<file path="config.mk">
export PLATFORM = sky130hd
export DESIGN_NAME = ddr_ext_mode_ctrl
export DESIGN_NICKNAME = d
export VERILOG_FILES = /design/src/rtl/emr_pkg.sv /design/src/rtl/emr_field_store.sv /design/src/rtl/emr_dll_timer.sv /design/src/rtl/emr_strobe_matrix.sv /design/src/rtl/ddr_ext_mode_ctrl.sv
export SDC_FILE = /design/constraint.sdc
export NUM_CORES = 1
export LEC_CHECK = 0
export BUFFER_PORTS_ARGS = -buffer_cell sky130_fd_sc_hd__buf_2
export CAP_MARGIN = 25
export CORE_AREA = 2 2 55 57
export DETAILED_ROUTE_END_ITERATION = 8
export DIE_AREA = 0 0 57 59
export PLACE_DENSITY = 0.72
export SLEW_MARGIN = 20
export SYNTH_ARGS = -nofsm -noshare
export SYNTH_HDL_FRONTEND = slang
export SYNTH_SLANG_ARGS = --single-unit
</file>
<file path="constraint.sdc">
create_clock -name clk -period 2.08 [get_ports clk]
set_clock_uncertainty 0.1 [all_clocks]
set_input_delay 0.416 -clock clk [delete_from_list [all_inputs] [get_ports clk]]
set_output_delay 0.416 -clock clk [all_outputs]
set_load 0.005 [all_outputs]
</file>
<file path="src/rtl/emr_pkg.sv">
package emr_pkg;

    typedef enum logic [2:0] {
        CMD_NOP       = 3'd0,
        CMD_LOAD_MODE = 3'd1,
        CMD_READ      = 3'd2,
        CMD_WRITE     = 3'd3,
        CMD_SR_ENTER  = 3'd4,
        CMD_SR_EXIT   = 3'd5
    } cmd_e;

    localparam int          FIELD_W   = 13;
    localparam logic [2:0]  EXT1_BANK = 3'b001;

    // Bit positions inside the stored register
    localparam int POS_DLL    = 0;
    localparam int POS_HALF   = 1;
    localparam int POS_TERM_L = 2;
    localparam int POS_AL_LO  = 3;
    localparam int POS_TERM_H = 6;
    localparam int POS_IMP_LO = 7;
    localparam int POS_SINGLE = 10;
    localparam int POS_RSTRB  = 11;
    localparam int POS_QOFF   = 12;

    typedef struct packed {
        logic       dll_off;
        logic       half_drive;
        logic [1:0] term_sel;
        logic [2:0] add_lat;
        logic [2:0] imp_mode;
        logic       single_strobe;
        logic       rstrobe_req;
        logic       out_off;
    } emr_fields_t;

    function automatic logic term_is_reserved(input logic [FIELD_W-1:0] r);
        return r[POS_TERM_H] & r[POS_TERM_L];
    endfunction

    function automatic emr_fields_t decode_fields(input logic [FIELD_W-1:0] r);
        emr_fields_t f;
        f.dll_off       = r[POS_DLL];
        f.half_drive    = r[POS_HALF];
        f.term_sel      = term_is_reserved(r) ? 2'b00 : {r[POS_TERM_H], r[POS_TERM_L]};
        f.add_lat       = r[POS_AL_LO +: 3];
        f.imp_mode      = r[POS_IMP_LO +: 3];
        f.single_strobe = r[POS_SINGLE];
        f.rstrobe_req   = r[POS_RSTRB];
        f.out_off       = r[POS_QOFF];
        return f;
    endfunction

endpackage

</file>
<file path="src/rtl/emr_field_store.sv">
module emr_field_store
    import emr_pkg::*;
#(
    parameter int ADDR_W = 16,
    parameter int BANK_W = 3
) (
    input  logic              clk,
    input  logic              rst,
    input  cmd_e              cmd_c,
    input  logic [BANK_W-1:0] bank,
    input  logic [ADDR_W-1:0] addr,
    output emr_fields_t       fields,
    output logic              load_now,
    output logic              load_dll_off,
    output logic              hi_addr_warn,
    output logic              term_rsvd_flag
);

    logic [FIELD_W-1:0] reg_q;
    logic               hi_bits_set;

    generate
        if (ADDR_W > FIELD_W) begin : g_hi
            assign hi_bits_set = |addr[ADDR_W-1:FIELD_W];
        end else begin : g_no_hi
            assign hi_bits_set = 1'b0;
        end
    endgenerate

    assign load_now     = (cmd_c == CMD_LOAD_MODE) && (bank == BANK_W'(EXT1_BANK));
    assign load_dll_off = addr[POS_DLL];

    always_ff @(posedge clk) begin
        if (rst) begin
            reg_q          <= '0;
            hi_addr_warn   <= 1'b0;
            term_rsvd_flag <= 1'b0;
        end else if (load_now) begin
            reg_q <= addr[FIELD_W-1:0];
            if (hi_bits_set)
                hi_addr_warn <= 1'b1;
            if (term_is_reserved(addr[FIELD_W-1:0]))
                term_rsvd_flag <= 1'b1;
        end
    end

    assign fields = decode_fields(reg_q);

    // loads aimed at another bank leave the register untouched
    a_r2_foreign_bank_ignored: assert property (@(posedge clk) disable iff (rst)
        (cmd_c == CMD_LOAD_MODE && bank != BANK_W'(EXT1_BANK)) |=> $stable(reg_q));

    // reserved termination flag never clears outside reset
    a_r4_term_flag_sticky: assert property (@(posedge clk) disable iff (rst)
        term_rsvd_flag |=> term_rsvd_flag);

    // the reported code never carries the reserved value
    a_r4_no_reserved_code: assert property (@(posedge clk) disable iff (rst)
        fields.term_sel != 2'b11);

    // upper address warning is sticky
    a_r5_warn_sticky: assert property (@(posedge clk) disable iff (rst)
        hi_addr_warn |=> hi_addr_warn);

endmodule

</file>
<file path="src/rtl/emr_dll_timer.sv">
module emr_dll_timer
    import emr_pkg::*;
#(
    parameter int LOCK_CYCLES = 200
) (
    input  logic clk,
    input  logic rst,
    input  cmd_e cmd_c,
    input  logic dll_off_bit,
    input  logic load_now,
    input  logic load_dll_off,
    output logic dll_on,
    output logic dll_ready,
    output logic early_read_flag
);

    localparam int CNT_W = $clog2(LOCK_CYCLES + 1);
    localparam logic [CNT_W-1:0] CNT_MAX = CNT_W'(LOCK_CYCLES);

    logic [CNT_W-1:0] cnt_q;
    logic             in_sr_q;
    logic             restart;

    assign dll_on    = !dll_off_bit && !in_sr_q;
    assign dll_ready = dll_on && (cnt_q == CNT_MAX);

    assign restart = (cmd_c == CMD_SR_ENTER) || (cmd_c == CMD_SR_EXIT) ||
                     (load_now && (load_dll_off || dll_off_bit));

    always_ff @(posedge clk) begin
        if (rst) begin
            cnt_q           <= '0;
            in_sr_q         <= 1'b0;
            early_read_flag <= 1'b0;
        end else begin
            if (cmd_c == CMD_SR_ENTER)
                in_sr_q <= 1'b1;
            else if (cmd_c == CMD_SR_EXIT)
                in_sr_q <= 1'b0;

            if (restart)
                cnt_q <= '0;
            else if (dll_on && cnt_q != CNT_MAX)
                cnt_q <= cnt_q + 1'b1;

            if (cmd_c == CMD_READ && !dll_ready)
                early_read_flag <= 1'b1;
        end
    end

    // self-refresh entry removes readiness at once
    a_r6_sr_entry_drops_ready: assert property (@(posedge clk) disable iff (rst)
        (cmd_c == CMD_SR_ENTER) |=> (!dll_ready && !dll_on));

    // readiness only appears after the DLL ran in the previous cycle
    a_r7_ready_after_running: assert property (@(posedge clk) disable iff (rst)
        $rose(dll_ready) |-> $past(dll_on));

    // a load that sets A0 removes readiness
    a_r7_disable_drops_ready: assert property (@(posedge clk) disable iff (rst)
        (load_now && load_dll_off) |=> !dll_ready);

    // premature read is recorded and kept
    a_r8_early_read_set: assert property (@(posedge clk) disable iff (rst)
        (cmd_c == CMD_READ && !dll_ready) |=> early_read_flag);

    a_r8_early_read_sticky: assert property (@(posedge clk) disable iff (rst)
        early_read_flag |=> early_read_flag);

endmodule

</file>
<file path="src/rtl/emr_strobe_matrix.sv">
module emr_strobe_matrix
    import emr_pkg::*;
#(
    parameter bit X8_PART = 1'b1
) (
    input  logic        clk,
    input  logic        rst,
    input  cmd_e        cmd_c,
    input  emr_fields_t fields,
    output logic        dm_active,
    output logic        oe_dq,
    output logic        oe_dqs,
    output logic        oe_dqs_n,
    output logic        oe_rdqs,
    output logic        oe_rdqs_n
);

    logic rs_live;
    logic drive_rd;

    generate
        if (X8_PART) begin : g_x8
            assign rs_live = fields.rstrobe_req;
        end else begin : g_narrow_wide
            assign rs_live = 1'b0;
        end
    endgenerate

    assign dm_active = !rs_live;
    assign drive_rd  = (cmd_c == CMD_READ) && !fields.out_off;

    always_ff @(posedge clk) begin
        if (rst) begin
            oe_dq     <= 1'b0;
            oe_dqs    <= 1'b0;
            oe_dqs_n  <= 1'b0;
            oe_rdqs   <= 1'b0;
            oe_rdqs_n <= 1'b0;
        end else begin
            oe_dq     <= drive_rd;
            oe_dqs    <= drive_rd;
            oe_dqs_n  <= drive_rd && !fields.single_strobe;
            oe_rdqs   <= drive_rd && rs_live;
            oe_rdqs_n <= drive_rd && rs_live && !fields.single_strobe;
        end
    end

    // an unmasked read drives data and strobe next cycle
    a_r9_read_drives: assert property (@(posedge clk) disable iff (rst)
        (cmd_c == CMD_READ && !fields.out_off) |=> (oe_dq && oe_dqs));

    // the complementary read strobe never runs without the true one
    a_r10_pair_order: assert property (@(posedge clk) disable iff (rst)
        oe_rdqs_n |-> oe_rdqs);

    // a write drives nothing
    a_r11_write_quiet: assert property (@(posedge clk) disable iff (rst)
        (cmd_c == CMD_WRITE) |=> !(oe_dq || oe_dqs || oe_dqs_n || oe_rdqs || oe_rdqs_n));

    // output disable silences every enable
    a_r12_outputs_off: assert property (@(posedge clk) disable iff (rst)
        fields.out_off |=> !(oe_dq || oe_dqs || oe_dqs_n || oe_rdqs || oe_rdqs_n));

endmodule

</file>
<file path="src/rtl/ddr_ext_mode_ctrl.sv">
module ddr_ext_mode_ctrl
    import emr_pkg::*;
#(
    parameter int ADDR_W      = 16,
    parameter int BANK_W      = 3,
    parameter int LOCK_CYCLES = 200,
    parameter bit X8_PART     = 1'b1
) (
    input  logic              clk,
    input  logic              rst,
    input  logic [2:0]        cmd,
    input  logic [BANK_W-1:0] bank,
    input  logic [ADDR_W-1:0] addr,
    output logic              dll_on,
    output logic              dll_ready,
    output logic              half_drive,
    output logic [1:0]        term_sel,
    output logic [2:0]        add_lat,
    output logic [2:0]        imp_mode,
    output logic              single_strobe,
    output logic              rstrobe_on,
    output logic              out_off,
    output logic              dm_active,
    output logic              oe_dq,
    output logic              oe_dqs,
    output logic              oe_dqs_n,
    output logic              oe_rdqs,
    output logic              oe_rdqs_n,
    output logic              early_read_flag,
    output logic              hi_addr_warn,
    output logic              term_rsvd_flag
);

    cmd_e        cmd_c;
    emr_fields_t fields;
    logic        load_now;
    logic        load_dll_off;

    assign cmd_c = cmd_e'(cmd);

    emr_field_store #(.ADDR_W(ADDR_W), .BANK_W(BANK_W)) u_store (
        .clk            (clk),
        .rst            (rst),
        .cmd_c          (cmd_c),
        .bank           (bank),
        .addr           (addr),
        .fields         (fields),
        .load_now       (load_now),
        .load_dll_off   (load_dll_off),
        .hi_addr_warn   (hi_addr_warn),
        .term_rsvd_flag (term_rsvd_flag)
    );

    emr_dll_timer #(.LOCK_CYCLES(LOCK_CYCLES)) u_timer (
        .clk             (clk),
        .rst             (rst),
        .cmd_c           (cmd_c),
        .dll_off_bit     (fields.dll_off),
        .load_now        (load_now),
        .load_dll_off    (load_dll_off),
        .dll_on          (dll_on),
        .dll_ready       (dll_ready),
        .early_read_flag (early_read_flag)
    );

    emr_strobe_matrix #(.X8_PART(X8_PART)) u_strobe (
        .clk       (clk),
        .rst       (rst),
        .cmd_c     (cmd_c),
        .fields    (fields),
        .dm_active (dm_active),
        .oe_dq     (oe_dq),
        .oe_dqs    (oe_dqs),
        .oe_dqs_n  (oe_dqs_n),
        .oe_rdqs   (oe_rdqs),
        .oe_rdqs_n (oe_rdqs_n)
    );

    assign half_drive    = fields.half_drive;
    assign term_sel      = fields.term_sel;
    assign add_lat       = fields.add_lat;
    assign imp_mode      = fields.imp_mode;
    assign single_strobe = fields.single_strobe;
    assign rstrobe_on    = fields.rstrobe_req;
    assign out_off       = fields.out_off;

    // the cycle after reset shows the cleared state
    a_r1_reset_state: assert property (@(posedge clk)
        rst |=> (!dll_ready && !early_read_flag && !hi_addr_warn && !term_rsvd_flag &&
                 !oe_dq && !out_off));

endmodule

</file>
# Word-level counts from Yosys, hierarchy flattened
# Cells that the tools add are included.
# totals
reg_bits,29
in_bits,24
output_inout_bits,23
word_cells,47
# op_classes
addsub,1
eq_ne,7
mux,3
bitwise_logic,2
n_reduce_logical,24
# ops
cell,count
logical AND 1 bit,10
"adder 8 x 1 -> 8 bit, second input constant",1
"equality test 8 bit, second input constant",1
"!= test 8 bit, second input constant",1
"equality test 3 x 1 -> 1 bit, second input constant",2
"equality test 3 bit, second input constant",2
logical NOT 1 bit,6
AND reduction 2 bit,2
"equality test 3 x 2 -> 1 bit, second input constant",1
logical OR 1 bit,3
OR reduction 3 bit,1
bitwise AND 1 bit,2
two-way mux 1 bit,2
two-way mux 2 bit,1
nonzero test 2 bit,1
OR reduction 2 bit,1

# Longest topological paths before layout
# logic_depth
ltp_word,5
mapped_depth,6
ltp_nobuf,6

# Modules after synthesis
# Synthesis repeated with hierarchy kept, for this count alone.
# hier_totals
cells_unflattened,159
hier_area_um2,1515.2
# by_module_without_submodules
mod,instances,cells_each,area_each_um2
emr_field_store,1,83,810.8
emr_dll_timer,1,64,569.3
emr_strobe_matrix,1,12,135.1

# Worst setup path after synthesis
# OpenSTA, ideal clock, no wires.
# synth_timing
path_type,input port to flip-flop
start,in cmd[1]
end,reg u_store.reg_q[10]
setup_time_ps,128
t_arrival_ps,1623
required_time_ps,1852
slack_ps,230
cell_stages,6
path_cell_list,or4b_1 > nor3b_2 > buf_6 > buf_12 > mux2i_1 > nor2_1
# synth_via
elab_chain_cells,2
# synth_lines
item,line,rtl
from (decl),ddr_ext_mode_ctrl.sv:11,"input logic [2:0] cmd,"
equality test 3 x 1 -> 1 bit,emr_field_store.sv:30,assign load_now = (cmd_c == CMD_LOAD_MODE) && (bank == BANK_W'(EXT1_BANK));
logical AND 1 bit,emr_field_store.sv:30,
to (signal assigned),emr_field_store.sv:39,reg_q <= addr[FIELD_W-1:0];
to (decl),emr_field_store.sv:19,logic [FIELD_W-1:0] reg_q;
# Every way passes these cells.
# A chain may end at the register's enable or synchronous reset.

# Final worst setup path
# layout_timing
start,reg u_timer.cnt_q[0]
end,out dll_ready
# layout_via
elab_chain_cells,2
# layout_lines
item,line,rtl
from (decl),emr_dll_timer.sv:20,logic [CNT_W-1:0] cnt_q;
from (signal assigned),emr_dll_timer.sv:44,cnt_q <= cnt_q + 1'b1;
equality test 8 bit,emr_dll_timer.sv:25,assign dll_ready = dll_on && (cnt_q == CNT_MAX);
logical AND 1 bit,emr_dll_timer.sv:25,
to (decl),ddr_ext_mode_ctrl.sv:15,"output logic dll_ready,"
# Every way passes these cells.

==> flow_summary.yaml <==
pwr:
  finalPower_uw: 1018
  power_leakage_uw: 0.0007610
  irDropWorstVdd_mv: 0.5570
  powerDensity_mw_per_mm2: 609.2
drt:
  via_per_inst: 4.932
  postRouteAntennaNets: 0
  wl_met3_um: 206
  drt_first_pass_iters: 4
  totalWireLength_um: 2895
  wl_per_cell_um: 13.16
  wl_met2_um: 1547
  num_vias: 1085
  drc: 0
  drt-initial-drc-count: 19
  top_layer: "met4"
  wl_met1_um: 1088
worst_setup_path:
  crit_type: "reg -> out"
  cp_data_required_time_ns: 1.56
  worst_ep_arrival_time_ns: 1.61
  path_max_fanout: 2
  reg2reg_depth: 13
  cp-end-kind: "output pin"
  startpoint_type: "flip-flop"
clock_tree:
  cts.sinks: 29
  clkSlewWorstSetupHoldPaths_ns: 0.09
  cts_root_buffer: "clkbuf_4"
  numCtsBuffers: 5
  cts_max_level: 2
  insertion_delay_ns: 0.32
  cts-hold-fix-buffers: 0
  cts_buffer_depth: 2
  cts_tree: "done"
place:
  place.gp.congestion: 0.7221
  io_buffer_count: 46
  dpl.hpwl_um: 1795
  dpl.cell_count: 191
  place_ws_ns: 0.03275
synthesis:
  yosys_warnings: 0
  syn_inst: 125
  ys_ff_latch: 29
  synthArstFlopShare_pct: 0
  syn_avg_cell_area_um2: 9.799
  ys_seq_area_share_pct: 47.40
  synth-edff-count: 0
  synthFlopType: "dfxtp_1"
  synth_nets: 151
  ys_types: 32
  syn_area_mm2: 0.001225
timing:
  setup_slack_ns: -0.04422
  tightest_slew_ns: 0.6271
  holdWs_ns: 0.2000
  period_needed_ns: 2.124
  hold_violations: 0
  drv_slew: 0
  setup_violations: 2
  slew_headroom_pct: 57.62
  rsz0062_at_grt: "true"
  fmax_ghz: 0.4708
  period_share_pct: 102.1
worst_hold_path:
  hold_depth: 2
  min_path_type: "in -> reg"
die:
  initial_core_util_pct: 45.20
  dieArea_mm2: 0.003363
  die_y_um: 59
  core_mm2: 0.002710
  fp-row-count: 19
  io_pins: 47
  fp.dieW_um: 57
finish:
  layout_commonest_cell: "buf_2"
  diodes: 0
  final_cell_mix: "buf_2, dfxtp_1, nor2_1"
  fin_util_pct: 61.63
  area_delta_synth_final_pct: 36.36
  layout-drive-gt1-share_pct: 46.56
  final_nets: 214
  layout.cells.non_filler: 220
global_routing:
  antenna_found_initial: 0
  grt_max_degree: 23
  grt-ovfl-total: 0
  grt_pass1_wl_um: 4692
  track_usage_pct: 18.50
  grt_pass1_vias: 1080
status:
  violations: "setup timing"
  status: "finished with violations"
job:
  max_cap_violations: 0
==> where the power goes <==
part           total (uW)  internal, uW  switching [uW]
clock network         317           128             188
logic                 127          73.5            53.0
registers             574           566            8.68
total                1020           768             250
==> worst paths after layout <==
kind                           from                 endpoint  slack (ns)
min reg2reg  u_store.term_rsvd_flag   u_store.term_rsvd_flag        0.37
min                          cmd[0]          u_timer.in_sr_q        0.20
max                u_timer.cnt_q[0]                dll_ready       -0.04
max reg2reg        u_timer.cnt_q[0]  u_timer.early_read_flag       -0.02
==> cells by family (layout without fill, tap and decap cells) <==
group	after synthesis	in the layout	share of synthesized area, %
muxes	14	14	11.44
buffers and inverters	15	79	8.682
and+or+nand+nor	52	52	22.17
adders and majority gates	2	2	2.043
DFF	29	29	47.40
xor gates and xnor gates	6	6	4.290
AOI/OAI and AO/OA	7	7	3.984
==> worst max-delay path: stages, from the launching register on <==
cell	delay (ns)
dfxtp_2	0.33
inv_2	0.07
ha_4	0.12
nand4bb_1	0.12
or3_4	0.36
nor3_4	0.15
buf_2	0.14
==> sequential cells by signal, indices dropped and copies added (netlist names) <==
register	flops
u_strobe.oe_dq	1
u_store.term_rsvd_flag	1
u_timer.early_read_flag	1
u_timer.cnt_q	8
u_strobe.oe_rdqs	1
u_store.hi_addr_warn	1
u_store.reg_q	13
u_timer.in_sr_q	1
u_strobe.oe_rdqs_n	1
u_strobe.oe_dqs_n	1
==> repair_timing <==
item                                    4_1_cts  5_1_grt
buffers inserted                             20        2
gates resized for setup                       8        3
cloned                                        0        0
endpoints found under the setup margin        1        3
pin swaps                                     3        3
hold endpoints to repair                      0        0
==> metal layers <==
| layer | vias to the layer above | GRT usage (%) |
|---|---|---|
| met2 | 39 | 33.99 |
| li1 | 544 | - |
| met3 | 7 | 6.769 |
| met5 | - | 0 |
| met1 | 495 | 18.74 |
| met4 | 0 | 8.306 |
==> synth_stat cells (2+ instances only) <==
cell,number,area (um^2)
nor2b_1,3,18.77
nand2_1,5,18.77
buf_4,7,52.55
ha_1,2,25.02
nor4_1,2,12.51
mux2i_1,14,140.1
dfxtp_1,29,580.6
inv_1,3,11.26
clkbuf_1,2,7.510
or3_1,2,12.51
nand4_1,4,25.02
xor2_1,5,43.79
nor2_1,25,93.84
o31ai_1,2,15.01
nor3_1,2,10.01
a21oi_1,2,10.01
==> layout make-up <==
| class | instances | area, um^2 |
|---|---|---|
| clock buffer | 6 | 41.29 |
| clock inverter | 2 | 10.01 |
| fill | 252 | 1040 |
| inverter | 3 | 11.26 |
| multi-input combinational | 81 | 574.3 |
| sequential | 29 | 583.1 |
| tap | 31 | 38.79 |
| timing repair buffer | 68 | 411.6 |
==> metrics by stage <==
stage	TNS, ns	area, um^2
2_1_floorplan	0	1225
3_3_place_gp	0	1419
3_5_place_dp	0	1419
4_1_cts	-0.06561	1648
5_1_grt	-0.2163	1670
6_report	-0.06236	1670
Power figures use the tool's default switching activity.
